`config.mk`:
```
export PLATFORM = sky130hd
export DESIGN_NAME = turnstile_ctrl
export DESIGN_NICKNAME = d
export VERILOG_FILES = /design/src/rtl/turnstile_pkg.sv /design/src/rtl/turn_rst_sync.sv /design/src/rtl/turn_next.sv /design/src/rtl/turn_out.sv /design/src/rtl/turnstile_ctrl.sv
export SDC_FILE = /design/constraint.sdc
export NUM_CORES = 1
export LEC_CHECK = 0
export BUFFER_PORTS_ARGS = -buffer_cell sky130_fd_sc_hd__buf_2
export CAP_MARGIN = 30
export CORE_AREA = 2 2 39 41
export CTS_BUF_LIST = sky130_fd_sc_hd__clkbuf_8
export DETAILED_ROUTE_END_ITERATION = 12
export DIE_AREA = 0 0 41 43
export MAX_ROUTING_LAYER = met4
export PLACE_DENSITY = 0.36
export SYNTH_ARGS = -nofsm -noshare
export SYNTH_HDL_FRONTEND = slang
export SYNTH_SLANG_ARGS = --single-unit
export TNS_END_PERCENT = 20
```
`constraint.sdc`:
```
create_clock -name clk -period 1.6 [get_ports clk]
set_clock_uncertainty 0.1 [all_clocks]
set_input_delay 0.32 -clock clk [delete_from_list [all_inputs] [get_ports clk]]
set_output_delay 0.32 -clock clk [all_outputs]
set_load 0.02 [all_outputs]
```
`src/rtl/turnstile_pkg.sv`:
```
package turnstile_pkg;
  localparam int unsigned STATE_W = 2;

  typedef enum logic [STATE_W-1:0] {
    GATE_BOLTED   = 2'b00,
    GATE_RELEASED = 2'b01,
    GATE_ALARM    = 2'b10
  } gate_state_e;
endpackage

```
`src/rtl/turn_rst_sync.sv`:
```
module turn_rst_sync #(
  parameter int unsigned STAGES = 2
) (
  input  logic clk,
  input  logic rst_n,
  output logic rst_sync_n
);
  logic [STAGES-1:0] chain_q;

  generate
    for (genvar i = 0; i < STAGES; i++) begin : g_stage
      always_ff @(posedge clk or negedge rst_n) begin
        if (!rst_n) begin
          chain_q[i] <= 1'b0;
        end else begin
          if (i == 0) chain_q[i] <= 1'b1;
          else        chain_q[i] <= chain_q[(i == 0) ? 0 : i-1];
        end
      end
    end
  endgenerate

  assign rst_sync_n = chain_q[STAGES-1];
endmodule

```
`src/rtl/turn_next.sv`:
```
module turn_next
  import turnstile_pkg::*;
(
  input  gate_state_e cur_state,
  input  logic        card_ok,
  input  logic        walk_thru,
  input  logic        alarm_clr,
  output gate_state_e nxt_state
);
  always_comb begin
    nxt_state = GATE_BOLTED;
    if (!alarm_clr) begin
      case (cur_state)
        GATE_BOLTED: begin
          case ({walk_thru, card_ok})
            2'b01:   nxt_state = GATE_RELEASED;
            2'b10:   nxt_state = GATE_ALARM;
            default: nxt_state = GATE_BOLTED;
          endcase
        end
        GATE_RELEASED: begin
          if (walk_thru && !card_ok) nxt_state = GATE_BOLTED;
          else                       nxt_state = GATE_RELEASED;
        end
        GATE_ALARM: nxt_state = GATE_ALARM;
        default:    nxt_state = GATE_BOLTED;
      endcase
    end
  end
endmodule

```
`src/rtl/turn_out.sv`:
```
module turn_out
  import turnstile_pkg::*;
(
  input  gate_state_e cur_state,
  output logic        gate_locked
);
  logic [STATE_W-1:0] code;
  assign code        = cur_state;
  assign gate_locked = ~(code[1] | code[0]);
endmodule

```
`src/rtl/turnstile_ctrl.sv`:
```
module turnstile_ctrl
  import turnstile_pkg::*;
#(
  parameter int unsigned SYNC_STAGES = 2
) (
  input  logic clk,
  input  logic rst_n,
  input  logic card_ok,
  input  logic walk_thru,
  input  logic alarm_clr,
  output logic gate_locked
);
  logic        rst_q_n;
  gate_state_e state_q;
  gate_state_e state_d;
  logic        state_en;

  turn_rst_sync #(.STAGES(SYNC_STAGES)) u_rst (
    .clk        (clk),
    .rst_n      (rst_n),
    .rst_sync_n (rst_q_n)
  );

  turn_next u_next (
    .cur_state (state_q),
    .card_ok   (card_ok),
    .walk_thru (walk_thru),
    .alarm_clr (alarm_clr),
    .nxt_state (state_d)
  );

  assign state_en = (state_d != state_q);

  always_ff @(posedge clk or negedge rst_q_n) begin
    if (!rst_q_n) begin
      state_q <= GATE_BOLTED;
    end else if (state_en) begin
      state_q <= state_d;
    end
  end

  turn_out u_out (
    .cur_state   (state_q),
    .gate_locked (gate_locked)
  );
endmodule

```
After elaboration in Yosys (flattened, before gate mapping)
Cells that the tools add are included.
- flip-flop bits (word level): 4
- input port bits: 5
- output and inout bits: 1
- word-level logic and storage cells: 17
- equality and inequality tests: 5
- muxes and demuxes: 4
- bitwise operators: 2
- reduce and logical (&&, ||, !) cells: 3
- operators by type and width (operator ; count):
    2-bit one-hot mux with 3 select lines ; 1
    2-bit by 1-bit equality test with 1-bit output, second input constant ; 2
    2-bit equality test, second input constant ; 2
    2-bit one-hot mux with 2 select lines ; 1
    2-bit zero test ; 1
    2-bit two-way mux ; 1
    2-bit inequality test ; 1
    1-bit logical AND ; 1
    1-bit zero test ; 1
    1-bit two-way mux ; 1
    1-bit NOT ; 1
    1-bit bitwise OR ; 1

Logic depth before layout (Yosys ltp)
Gate-level depths: netlist (run 1).
- depth after elaboration: 6
- mapped depth: 3
- depth with buffers taken out: 3

Modules after synthesis
A second synthesis (run 1) with hierarchy kept.
- cell total of the unflattened synthesis: 14
- area, all modules: 153.9 µm²
- by module, submodules not included (module ; instances ; cells an instance ; area an instance (µm²) ; seq. area each (µm²)):
    turnstile_ctrl ; 1 ; 4 ; 57.6 ; 50.0
    turn_rst_sync ; 1 ; 3 ; 53.8 ; 50.0
    turn_next ; 1 ; 6 ; 38.8 ; 0.0
    turn_out ; 1 ; 1 ; 3.8 ; 0.0

Worst setup path after synthesis (run 1)
No wires, ideal clock.
- kind: register to output
- from: register state_q[1]
- to: output port gate_locked
- data arrival time: 685 ps
- data required time: 1180 ps
- path slack: 495 ps
- stages on the path, launching flop included: 2
- path through: dfrtp_1 -> nor2_1
- word-level cells in the longest chain between the ends: 2
- RTL lines (what ; line ; text):
    start, declared ; turnstile_ctrl.sv:14 ; gate_state_e state_q;
    start signal, assigned ; turnstile_ctrl.sv:38 ; state_q <= state_d;
    1-bit bitwise OR ; turn_out.sv:9 ; assign gate_locked = ~(code[1] | code[0]);
    1-bit NOT ; turn_out.sv:9 ;
    end, declared ; turnstile_ctrl.sv:11 ; output logic gate_locked
Every way passes these cells.

Worst setup path after layout (run 1)
Same ends and word-level chain as after synthesis.

==> out/metrics.cfg, run 1 <==
[synth]
synthFlopType = dfrtp_1
synth_edf_count = 0
yosysMostFrequentCell = dfrtp_1
yosys.area.top_type = dfrtp_1
async_flop_share = 1.00
synth.area.mux_share = 0
yosysTopAreaCellShare = 0.684
synth_nets = 17
synthAdderAreaFrac = 0.0769
synth_cells = 12
synth_xor_area_frac = 0
ys_top_cells_by_count = dfrtp_1, inv_1
synth_top_family_by_area = simple AND/OR/NAND/NOR gates
ys_ff_latch = 4
synth_area_leaders = dfrtp_1, maj3_2, nor3_2, inv_1, a21oi_1
yosys_warnings = 0
synth-compound-area-share = 0.0342
synth_seq_area_share = 0.684
syn-cell-area_um2 = 146
synthSimpleGateAreaFrac = 0.128
syn_area_per_cell_um2 = 12.2
ys_types = 8

[route]
via_per_inst = 3.13
drt-total-wl_um = 257
drc_errors = 0
firstDrtPassIters = 1
dr.first_iter.drc_count = 0
drt-wirelength-per-cell_um = 6.76
vias = 119
antenna_left = 0

[critical_path]
slowest_stage = dfrtp_1
rrSetupSlack_ps = 610
arrival_ps = 870
r2r_cells = 3
regToRegStartpoint = state_q[0]
crit_required_ps = 1180
max_stage_delay_ps = 390
worstSetupEndpointType = output port
setup.worst_path.class = reg2out
worst_setup_path_start_kind = register
path_max_fanout = 3
path_cells = nor2_1 -> buf_2
rr_endpoint = state_q[0]

[clock_tree]
clockRootBuffer = clkbuf_8
path_clk_slew_ps = 30
numClockSinks = 4
post-cts-setup-buffers = 0
clock_latency_ps = 210
cts_buffers = 3
cts_buffer_depth = 2
cts_tree = yes
h-tree-depth = 1

[sta]
timing.setup.tns_ps = 0
finalHoldViolCount = 0
setup_viol = 0
period_share = 0.805
fmax_ghz = 0.777
fin_ws_ps = 313
post-route-min-period_ps = 1290
rsz0062_at_grt = no
slew_viol_final = 0

[place]
pre_cts_ws_ps = 532
hpwl_um = 199
port_buffers = 5
finalWeightedCongestion = 0.527

[hold_path]
hold-path-endpoint = state_q[0]
hold_start = alarm_clr
min_path_type = in2reg
min_path_cells = 2

[power]
switching_share = 0.174
internal_power_uw = 280
power.density_mw_per_mm2 = 1340
power_frac_comb = 0.076
power.switching_uw = 59.2
p_seq_frac = 0.327
total_power_uw = 340
p_leak_nw = 0.118
ir_drop_uv = 290
p_clk_frac = 0.598

[layout]
drive_above_1_share = 0.455
areaGrowthSynthToFinish_pct = 72.6
postLayoutCoreUtil = 0.183
fin_nets = 29
antenna_cells = 0
n_fill_cell = 158

[global_routing]
first_global_vias = 107
grt_pass1_wl_um = 386
globalRouteOverflowTotal = 0
antenna_found_initial = 0
grt_max_degree = 4
grtUsageTotal = 0.0412

[die]
start_util = 0.106
boundaryPins = 6
fp-row-count = 14
core_area_mm2 = 0.00138
fp.dieH_um = 43
die_area_mm2 = 0.00176
die-width_um = 41

[run]
maxCapViolations = 0

[status]
outcome = completed

==> metrics by stage <==
step	hold WS [ps]	cell area, um^2	std cells
2_1_floorplan	-88.9	146	12
3_5_place_dp	-78.9	191	33
4_1_cts	190	253	38
6_report	191	253	38
3_3_place_gp	-85.8	191	33
5_1_grt	189	253	38
==> cells in the final DEF, fill, tap and decap left out, drive strengths merged <==
cell         count
maj3             1
conb             1
buf              5
nor2             1
clkbuf           3
dfrtp            4
inv              2
dlygate4sd3      2
nor3             2
a21oi            1
==> power groups by stage <==
stage          clock network [mW]  logic, mW  registers (mW)
3_5_place_dp                    0     0.0218           0.113
3_3_place_gp                    0     0.0208           0.112
5_1_grt                     0.219     0.0285           0.112
6_report                    0.203     0.0257           0.111
4_1_cts                     0.209     0.0263           0.111
2_1_floorplan                   0     0.0120           0.112
==> what timing repair did <==
item,in CTS,in global routing
gates resized for setup,0,0
hold buffers,2,0
setup endpoints to repair,0,0
hold endpoints to repair,4,0
==> registers in the layout, indices dropped and copies added (netlist names) <==
| signal | cells |
|---|---|
| state_q | 2 |
| u_rst.chain_q | 1 |
| u_rst.rst_sync_n | 1 |
==> layer usage <==
layer,up-vias,share of wire,GRT usage
met4,0,0,0.0200
li1,56,-,-
met3,0,0.16,0.0628
met5,-,0,-
met1,55,0.42,0.0324
met2,8,0.42,0.0469
==> cells by family (layout without fill, tap and decap cells) <==
group                      after synthesis  in the layout
adders and majority gates                1              1
other                                    1              1
buffers and inverters                    2             12
and+or+nand+nor                          3              3
AOI/OAI and AO/OA                        1              1
DFF                                      4              4
==> how the worst max path moves through the flow <==
stage	startpoint	to	slack, ps	cells after the start
final	state_q[1]	gate_locked	310	2
after global placement	state_q[1]	gate_locked	550	2
after detailed placement	state_q[1]	gate_locked	530	2
after global routing	state_q[1]	gate_locked	260	2
after CTS	state_q[1]	gate_locked	300	2
after floorplan	state_q[1]	gate_locked	500	1
==> final cells by class <==
cell class | count | area, um^2 | share of cell area
Tap cell | 16 | 20.0 | 0.0792
Multi-Input combinational cell | 6 | 38.8 | 0.153
Inverter | 2 | 7.51 | 0.0297
Clock buffer | 3 | 41.3 | 0.163
Timing Repair Buffer | 7 | 45.0 | 0.178
Sequential cell | 4 | 100 | 0.396
==> worst max-delay path: cells and delay by family, from the launching register on <==
family / cells / cell delay (ps)
flip-flops: 1 / 390
buffers and inverters: 1 / 160
AND/OR/NAND/NOR: 1 / 100
Note: power is estimated with default switching activity, not from simulation.
==> inputs of run 2 (changes only) <==
==> constraint.sdc (replaced) <==
create_clock -name clk -period 1.25 [get_ports clk]
set_clock_uncertainty 0.1 [all_clocks]
set_input_delay 0.25 -clock clk [delete_from_list [all_inputs] [get_ports clk]]
set_output_delay 0.25 -clock clk [all_outputs]
set_load 0.02 [all_outputs]
==> run 2 against run 1 <==
  * Combinational power grew 50%
  * Flip-flop and latch count is the same
  * Hold slack worse by 77 ps
  * Total power is 31% higher
  * Design area grew 4.0%
  * Critical path depth unchanged
  * Worst setup slack worse by 260 ps
==> out/metrics.cfg, run 2 (synthesis results as in run 1) <==
[route]
top_layer = met3
vias = 124
firstDrtPassIters = 1
antenna_left = 0
met3_length_um = 61
met1_length_um = 83
drt-wirelength-per-cell_um = 7.31
drc_errors = 0
drt-total-wl_um = 285
dr.first_iter.drc_count = 0
wl_met2_um = 139
via_per_inst = 3.18

[global_routing]
grt_max_degree = 4
first_global_vias = 140
grtUsageTotal = 0.0537
antenna_found_initial = 0
globalRouteOverflowTotal = 0
grt_pass1_wl_um = 455

[die]
die_area_mm2 = 0.00176
fp-row-count = 14
fp.dieH_um = 43
start_util = 0.106
core_area_mm2 = 0.00138
die-width_um = 41
boundaryPins = 6

[critical_path]
path_max_fanout = 3
worst_setup_path_start_kind = register
crit_required_ps = 900
rrSetupSlack_ps = 260
setup.worst_path.class = reg2out
arrival_ps = 850
worstSetupEndpointType = output port

[layout]
largest_reg_flops = 2
fin_area_um2 = 263
n_fill_cell = 152
regMostFlops = state_q
layout.cells.non_filler = 39
areaGrowthSynthToFinish_pct = 79.5
drive_above_1_share = 0.478
multi_input_area_um2 = 38.8
fin_nets = 30
register_area_um2 = 100
final_cell_mix = buf_2, dfrtp_1, clkbuf_8
antenna_cells = 0

[place]
placed_cells = 33
finalWeightedCongestion = 0.528
port_buffers = 5
hpwl_um = 214
placedInstanceArea_um2 = 191

[power]
p_leak_nw = 0.125
ir_drop_uv = 535
total_power_uw = 444
power.density_mw_per_mm2 = 1690

[clock_tree]
clock_latency_ps = 210
numClockSinks = 4
clockRootBuffer = clkbuf_8
path_clk_slew_ps = 30
cts_buffer_depth = 2
cts_buffers = 3
cts_tree = yes
h-tree-depth = 1

[sta]
period_share = 0.960
fmax_ghz = 0.833
slew_viol_final = 0
timing.setup.tns_ps = 0
finalHoldViolCount = 0
post-route-min-period_ps = 1200
setup_viol = 0

[run]
maxCapViolations = 0

[hold_path]
min_path_type = in2reg

[status]
outcome = completed

run 2: worst max-delay path, cell delays in order (launching register included):
cell and delay (ps):
dfrtp_1 390, nor2_1 110, buf_4 140
run 2: metrics by stage:
stage,worst slack (ps),hold WS [ps],utilization
2_1_floorplan,215,-146,-
3_3_place_gp,271,-86.0,0.138
3_5_place_dp,254,-78.5,0.138
4_1_cts,17.3,113,0.183
5_1_grt,-2.96,113,0.190
6_report,49.6,115,0.190
run 2: repair_timing:
item | 4_1_cts | 5_1_grt
buffers inserted | 0 | 1
hold endpoints to repair | 4 | 0
setup endpoints to repair | 0 | 1
gates resized for setup | 0 | 1
hold buffers | 2 | 0
run 2: final timing paths:
kind / from / to / cells after the start
max in group asynchronous: u_rst.rst_sync_n / state_q[1] / 1
min reg2reg: u_rst.chain_q[0] / u_rst.rst_sync_n / 0
min: alarm_clr / state_q[0] / 2
max reg2reg: state_q[0] / state_q[0] / 3
max: state_q[1] / gate_locked / 2
min in group asynchronous: rst_n / u_rst.rst_sync_n / 2
run 2: layout make-up:
| type | instances | area share |
|---|---|---|
| sequential | 4 | 0.381 |
| timing repair buffer | 8 | 0.210 |
| clock buffer | 3 | 0.157 |
| multi-input combinational | 6 | 0.148 |
| tap | 16 | 0.0762 |
| inverter | 2 | 0.0286 |
run 2: layer usage:
metal | vias up | track usage
li1 | 59 | -
met1 | 55 | 0.0228
met2 | 10 | 0.0656
met3 | 0 | 0.0942
met4 | 0 | 0.0400
met5 | - | -
run 2: power by group:
part           switching, mW  internal (mW)  total (mW)
clock network         0.0594          0.205       0.264
logic                 0.0174         0.0213      0.0386
registers            0.00365          0.138       0.141
